**src/rtl/tcb_pkg.sv**
```systemverilog
package tcb_pkg;
  // Strobes passed from the capture control to the storage datapath.
  typedef struct packed {
    logic clrPtr;  // restart the write pointer at slot 0
    logic wrEn;    // store dataIn at the current slot and advance
  } tcb_strobe_t;
endpackage

```
**src/rtl/tcb_ctrl.sv**
```systemverilog
module tcb_ctrl
  import tcb_pkg::*;
#(
  parameter int IDX_W = 8
) (
  input  logic             clk,
  input  logic             rstN,
  input  logic             armPulse,
  input  logic             trigIn,
  input  logic             qualIn,
  input  logic [IDX_W-1:0] preCount,
  output tcb_strobe_t      strobe,
  output logic             capActive,
  output logic             capDone,
  output logic [IDX_W-1:0] trigIndex
);
  localparam int DEPTH = 1 << IDX_W;
  localparam int CNT_W = IDX_W + 1;
  localparam logic [IDX_W-1:0] FILL_MAX = '1;

  logic             active, done, triggered;
  logic [IDX_W-1:0] preReg;     // pre-trigger count latched at arm
  logic [IDX_W-1:0] fillCnt;    // qualified samples before trigger, saturating
  logic [CNT_W-1:0] postLeft;   // post-trigger samples still to store
  logic [IDX_W-1:0] trigIdxReg;

  logic             trigHit;
  logic [IDX_W-1:0] preEff;
  logic [CNT_W-1:0] postNeed;
  logic [CNT_W-1:0] postAfterHit;

  always_comb begin
    trigHit      = active && !triggered && trigIn && !armPulse;
    preEff       = (fillCnt < preReg) ? fillCnt : preReg;
    postNeed     = CNT_W'(DEPTH) - {1'b0, preEff};
    postAfterHit = postNeed - CNT_W'(qualIn);
    strobe.clrPtr = armPulse;
    strobe.wrEn   = active && qualIn && !armPulse;
  end

  always_ff @(posedge clk) begin
    if (!rstN) begin
      active     <= 1'b0;
      done       <= 1'b0;
      triggered  <= 1'b0;
      preReg     <= '0;
      fillCnt    <= '0;
      postLeft   <= '0;
      trigIdxReg <= '0;
    end else if (armPulse) begin
      active     <= 1'b1;
      done       <= 1'b0;
      triggered  <= 1'b0;
      preReg     <= preCount;
      fillCnt    <= '0;
      postLeft   <= '0;
      trigIdxReg <= '0;
    end else if (active) begin
      if (trigHit) begin
        triggered  <= 1'b1;
        trigIdxReg <= preEff;
        postLeft   <= postAfterHit;
        if (postAfterHit == '0) begin
          active <= 1'b0;
          done   <= 1'b1;
        end
      end else if (!triggered) begin
        if (qualIn && fillCnt != FILL_MAX) fillCnt <= fillCnt + 1'b1;
      end else if (qualIn) begin
        postLeft <= postLeft - 1'b1;
        if (postLeft == CNT_W'(1)) begin
          active <= 1'b0;
          done   <= 1'b1;
        end
      end
    end
  end

  assign capActive = active;
  assign capDone   = done;
  assign trigIndex = trigIdxReg;
endmodule

```
**src/rtl/tcb_dpath.sv**
```systemverilog
module tcb_dpath
  import tcb_pkg::*;
#(
  parameter int DATA_W = 16,
  parameter int IDX_W  = 8
) (
  input  logic              clk,
  input  logic              rstN,
  input  tcb_strobe_t       strobe,
  input  logic [DATA_W-1:0] dataIn,
  input  logic [IDX_W-1:0]  rdAddr,
  output logic [DATA_W-1:0] rdData
);
  localparam int DEPTH = 1 << IDX_W;

  logic [DATA_W-1:0] store [DEPTH];
  logic [IDX_W-1:0]  wrPtr;
  logic [IDX_W-1:0]  physAddr;

  // When the window is complete, wrPtr points at the oldest sample.
  assign physAddr = rdAddr + wrPtr;

  always_ff @(posedge clk) begin
    if (!rstN)                wrPtr <= '0;
    else if (strobe.clrPtr)   wrPtr <= '0;
    else if (strobe.wrEn)     wrPtr <= wrPtr + 1'b1;
  end

  always_ff @(posedge clk) begin
    if (strobe.wrEn) store[wrPtr] <= dataIn;
    rdData <= store[physAddr];
  end
endmodule

```
**src/rtl/trace_capture_buf.sv**
```systemverilog
module trace_capture_buf
  import tcb_pkg::*;
#(
  parameter int DATA_W = 16,
  parameter int IDX_W  = 8
) (
  input  logic              clk,
  input  logic              rstN,
  input  logic              armPulse,
  input  logic              trigIn,
  input  logic              qualIn,
  input  logic [DATA_W-1:0] dataIn,
  input  logic [IDX_W-1:0]  preCount,
  input  logic [IDX_W-1:0]  rdAddr,
  output logic [DATA_W-1:0] rdData,
  output logic              capActive,
  output logic              capDone,
  output logic [IDX_W-1:0]  trigIndex
);
  tcb_strobe_t strobe;
  logic        memWrite;

  assign memWrite = strobe.wrEn;

  tcb_ctrl #(.IDX_W(IDX_W)) u_ctrl (
    .clk(clk), .rstN(rstN), .armPulse(armPulse), .trigIn(trigIn),
    .qualIn(qualIn), .preCount(preCount), .strobe(strobe),
    .capActive(capActive), .capDone(capDone), .trigIndex(trigIndex)
  );

  tcb_dpath #(.DATA_W(DATA_W), .IDX_W(IDX_W)) u_dpath (
    .clk(clk), .rstN(rstN), .strobe(strobe), .dataIn(dataIn),
    .rdAddr(rdAddr), .rdData(rdData)
  );
endmodule

```
**config.mk**
```make
export PLATFORM = sky130hd
export DESIGN_NAME = trace_capture_buf
export DESIGN_NICKNAME = d
export VERILOG_FILES = /design/src/rtl/tcb_pkg.sv /design/src/rtl/tcb_ctrl.sv /design/src/rtl/tcb_dpath.sv /design/src/rtl/trace_capture_buf.sv
export SDC_FILE = /design/constraint.sdc
export NUM_CORES = 2
export LEC_CHECK = 0
export BUFFER_PORTS_ARGS = -buffer_cell sky130_fd_sc_hd__buf_2
export CAP_MARGIN = 5
export CORE_ASPECT_RATIO = 1.25
export CORE_MARGIN = 4
export CORE_UTILIZATION = 25
export CTS_CLUSTER_SIZE = 16
export DETAILED_ROUTE_END_ITERATION = 12
export MAX_ROUTING_LAYER = met4
export PLACE_DENSITY_LB_ADDON = 0.3
export RECOVER_POWER = 50
export SLEW_MARGIN = 10
export SYNTH_ARGS = -nofsm -noshare
export SYNTH_HDL_FRONTEND = slang
export SYNTH_SLANG_ARGS = --single-unit
export TNS_END_PERCENT = 20
```
**constraint.sdc**
```tcl
create_clock -name clk -period 10.74 [get_ports clk]
set_input_delay 2.148 -clock clk [delete_from_list [all_inputs] [get_ports clk]]
set_output_delay 2.148 -clock clk [all_outputs]
set_load 0.03 [all_outputs]
```
==> summary.txt <==
Run status
  • Outcome: finished, violations left
  • Failing checks: max-capacitance violations, max-slew violations

CTS
  • Hold buffer count at CTS: 0
  • Clock sinks: 4156
  • CTS Buf Count: 413
  • H-tree depth: 5
  • TritonCTS clock tree: done
  • Root Driver: clkbuf_16
  • Post-CTS Setup Bufs: 0
  • Worst-Skew Late Latency: 1.04 ns
  • Post-cts repair resize count: 0
  • Clock Path Buffers: 4
  • Reg clk slew, reported paths: 0.06 ns

STA
  • Fin. Hold Viols: 0
  • Slew Viols, Final: 3052
  • Final setup fails: 0
  • Hold_ws: 0.474 ns
  • Clock Skew: 0.125 ns
  • RSZ-0062 raised after global routing: no
  • Fin crit share: between 70 and 80%
  • Min Tclk post-route: 8.23 ns
  • Slew HR: -358%
  • Max Fclk: ~120 MHz
  • Worst-Margin Slew: 6.86 ns
  • Setup TNS: 0 ns

Placement
  • Placed insts: around 15k
  • Routability cong.: 0.805
  • Final HPWL DP: 259000 um
  • Post-place instance area: 0.173 sq mm
  • Port bufs: between 60 and 70

Power and ir drop
  • Power density cells: 185 mW/mm^2
  • Sw power: 0.00753 W
  • Leak pwr: 56.0 nW
  • Overall power: 0.0343 W
  • Int Power: 0.0267 W
  • Reg power frac: 52.2%
  • Gate power share: 6.3%
  • Switch share: 22.0%
  • VDD IR-drop max: ~0.00014 V
  • Clk pwr share: 41.5%

Critical path
  • CP Data Arrival Time: 8.57 ns
  • Worst stage delay on the critical path: 2.38 ns
  • WS Path Type: in2reg
  • CP startpoint kind: input port
  • Reg2reg path depth: 10
  • Worst reg2reg setup slack: 4.60 ns
  • Crit path required time: 11.08 ns
  • Worst path cell trace: clkbuf_1 > clkbuf_1 > clkbuf_1
  • Worst path slowest cell: clkbuf_1
  • Crit Path Max Fanout: between 60 and 70
  • Reg2reg start: u_dpath.wrPtr[0]
  • Crit end category: register
  • Reg-to-reg endpoint: u_dpath.rdData[14]
  • Most frequent CP cell: clkbuf_1

Yosys
  • Post-synth top flop: edfxtp_1
  • Post-synth top area share: 76.9%
  • Synth cell types: 50
  • Synth Area in Compound Gates: 0.533%
  • Avg Cell Area, Syn: 24.0 sq um
  • Synthesis Warnings: 0
  • Number of synthesized flops with an enable pin: 4096
  • Seq/Total Area, Yosys: ~78%
  • Flops & latches, synth: between 4k and 5k
  • Area share of fa/ha/maj cells after synthesis: 0.247%
  • Top cells by area, synth: edfxtp_1, mux4_2, mux2i_1, nor2_1, dfxtp_1
  • Simple-gate share of the synthesized area: under 10%
  • Main combinational cell family by area after synthesis: multiplexers
  • Synth async-reset ratio: 0%
  • Mapped Nets: a little under 7k
  • Mapped cell area: ~0.16 sq mm
  • Cell count after synthesis: 6671
  • Leading area contributor after synthesis: edfxtp_1
  • XOR/XNOR share of the synthesized area: less than 1%
  • Post-synthesis mux area share: 19.1%

Routing
  • DR iter-0 viols: around 7.2k
  • Drc violations: 0
  • Routed wire length per instance: 28.0 um
  • Vias per inst: 4.59
  • DRT Wirelength: 447000 um
  • Vias: 73.1k
  • Pre-antenna DRT Iters: 5
  • Routed Antenna Nets: 0

Layout
  • Finished Cell Area: 0.186 sq mm
  • Share of layout cells above drive strength 1: 31.4%
  • Nets: 7228
  • Area delta synth->final: 16.1%
  • Filler cells: 61.8k
  • Cell Count, Final, Fillers Out: 15.9k

Die
  • Starting Density: between 20 and 30%
  • Core Footprint: 0.638 sq mm
  • Die width: roughly 720 um
  • Num rows: between 300 and 400
  • Die area: between 0.6 and 0.7 sq mm
  • IO Pins: 63
  • DIE HEIGHT: 902 um

Global routing
  • Initial antenna violation count: 21
  • Vias in the first global route: 77.0k
  • GRT Util Overall: between 10% and 20%
  • First-pass GRT wire length: a little over 600000 um
  • Gr ovfl total: 0
  • Largest net degree at the start of global routing: 143

Hold path
  • End of the worst hold path: u_ctrl.capDone
  • Worst Hold Launch: u_ctrl.capDone
  • HP Class: reg2reg
  • Hold path cells: 2

Run
  • Max-cap violations: 44
-- cells in the final DEF (no fill, tap or decap), types with 17 or more instances in the layout --
cell type	Yosys	routed
a21oi_1	53	53
a22oi_1	17	17
buf_12	0	22
buf_2	104	46
buf_4	4	309
bufinv_16	0	37
clkbuf_1	199	153
clkbuf_16	0	416
clkinv_1	0	94
clkinv_2	0	81
dfxtp_1	60	60
edfxtp_1	4096	4096
ha_1	30	29
inv_1	23	23
mux2_2	33	33
mux2i_1	139	139
mux4_2	1280	1280
nand2_1	46	46
nand3_1	29	17
nor2_1	347	282
nor2_2	0	53
-- final cells by class --
class                           instances  area, sq um  share of cell area, %
Antenna cell                           15         37.5                 0.0202
Clock buffer                          506        10800                   5.80
Clock inverter                        251         2370                   1.27
Inverter                               23         86.3                 0.0465
Multi-Input combinational cell       2122        34400                   18.5
Sequential cell                      4156       124000                   66.9
Tap cell                             8415        10500                   5.67
Timing Repair Buffer                  444         3240                   1.75
-- cell families after synthesis --
family | after synthesis
AO/OA/AOI/OAI | 130
XOR/XNOR | 28
adder cells (fa/ha/maj) | 31
buffers and inverters | 393
flip-flops | 4156
multiplexers | 1452
AND/OR/NAND/NOR | 481
-- metal layers --
layer  global-route usage [%]  routed length (um)  vias to the layer above
met4                     4.38               16600                        0
met1                     16.3              171000                    40420
li1                         -                   -                    29628
met2                     24.2              236000                     2314
met5                        -                   0                        -
met3                     1.88               23400                      695
-- flip-flops by register name, summed over array words and instances, names as in the netlist --
register,flops
u_dpath.wrPtr,8
u_dpath.rdData,16
u_ctrl.preReg,8
u_ctrl.capDone,1
u_ctrl.triggered,1
u_ctrl.fillCnt,8
u_ctrl.postLeft,9
u_ctrl.trigIndex,8
u_ctrl.capActive,1
u_dpath.store,4096
-- cell usage after synthesis, types with 29 or more instances --
master / instances
mux2_2: 33
mux4_2: 1280
nand2_1: 46
nand3_1: 29
edfxtp_1: 4096
nor2_1: 347
a21oi_1: 53
mux2i_1: 139
buf_1: 59
dfxtp_1: 60
clkbuf_1: 199
ha_1: 30
buf_2: 104
-- power by group through the flow --
stage	combinational, W	clock [W]	sequential [W]
6_report	0.00217	0.0142	0.0179
2_1_floorplan	0.00123	0	0.0182
3_5_place_dp	0.00225	0	0.0182
5_1_grt	0.00229	0.0152	0.0179
3_3_place_gp	0.00222	0	0.0182
4_1_cts	0.00225	0.0146	0.0179
-- how the worst max path moves through the flow --
stage	startpoint	to	slack [ns]	cells past startpoint
CTS	rdAddr[0]	u_dpath.rdData[2]	3.84	10
floorplan	rdAddr[0]	u_dpath.rdData[5]	5.48	12
finish	dataIn[2]	u_dpath.store[108][2]	2.51	3
detailed placement	rdAddr[0]	u_dpath.rdData[2]	2.75	10
global placement	rdAddr[0]	u_dpath.rdData[2]	2.72	10
global route	dataIn[2]	u_dpath.store[100][2]	2.00	3
-- worst max-delay path: cells and delay by family --
kind / cells / cell delay, ns
buffers and inverters: 3 / 6.21
-- through the flow --
stage                     utilization [%]  setup slack, ns
after floorplan                         -             5.48
after global placement               27.1             2.72
after detailed placement             27.1             2.75
after CTS                            29.2             3.84
after global routing                 29.1             2.00
final                                29.1             2.51
Note: power is estimated with default switching activity, not from simulation.
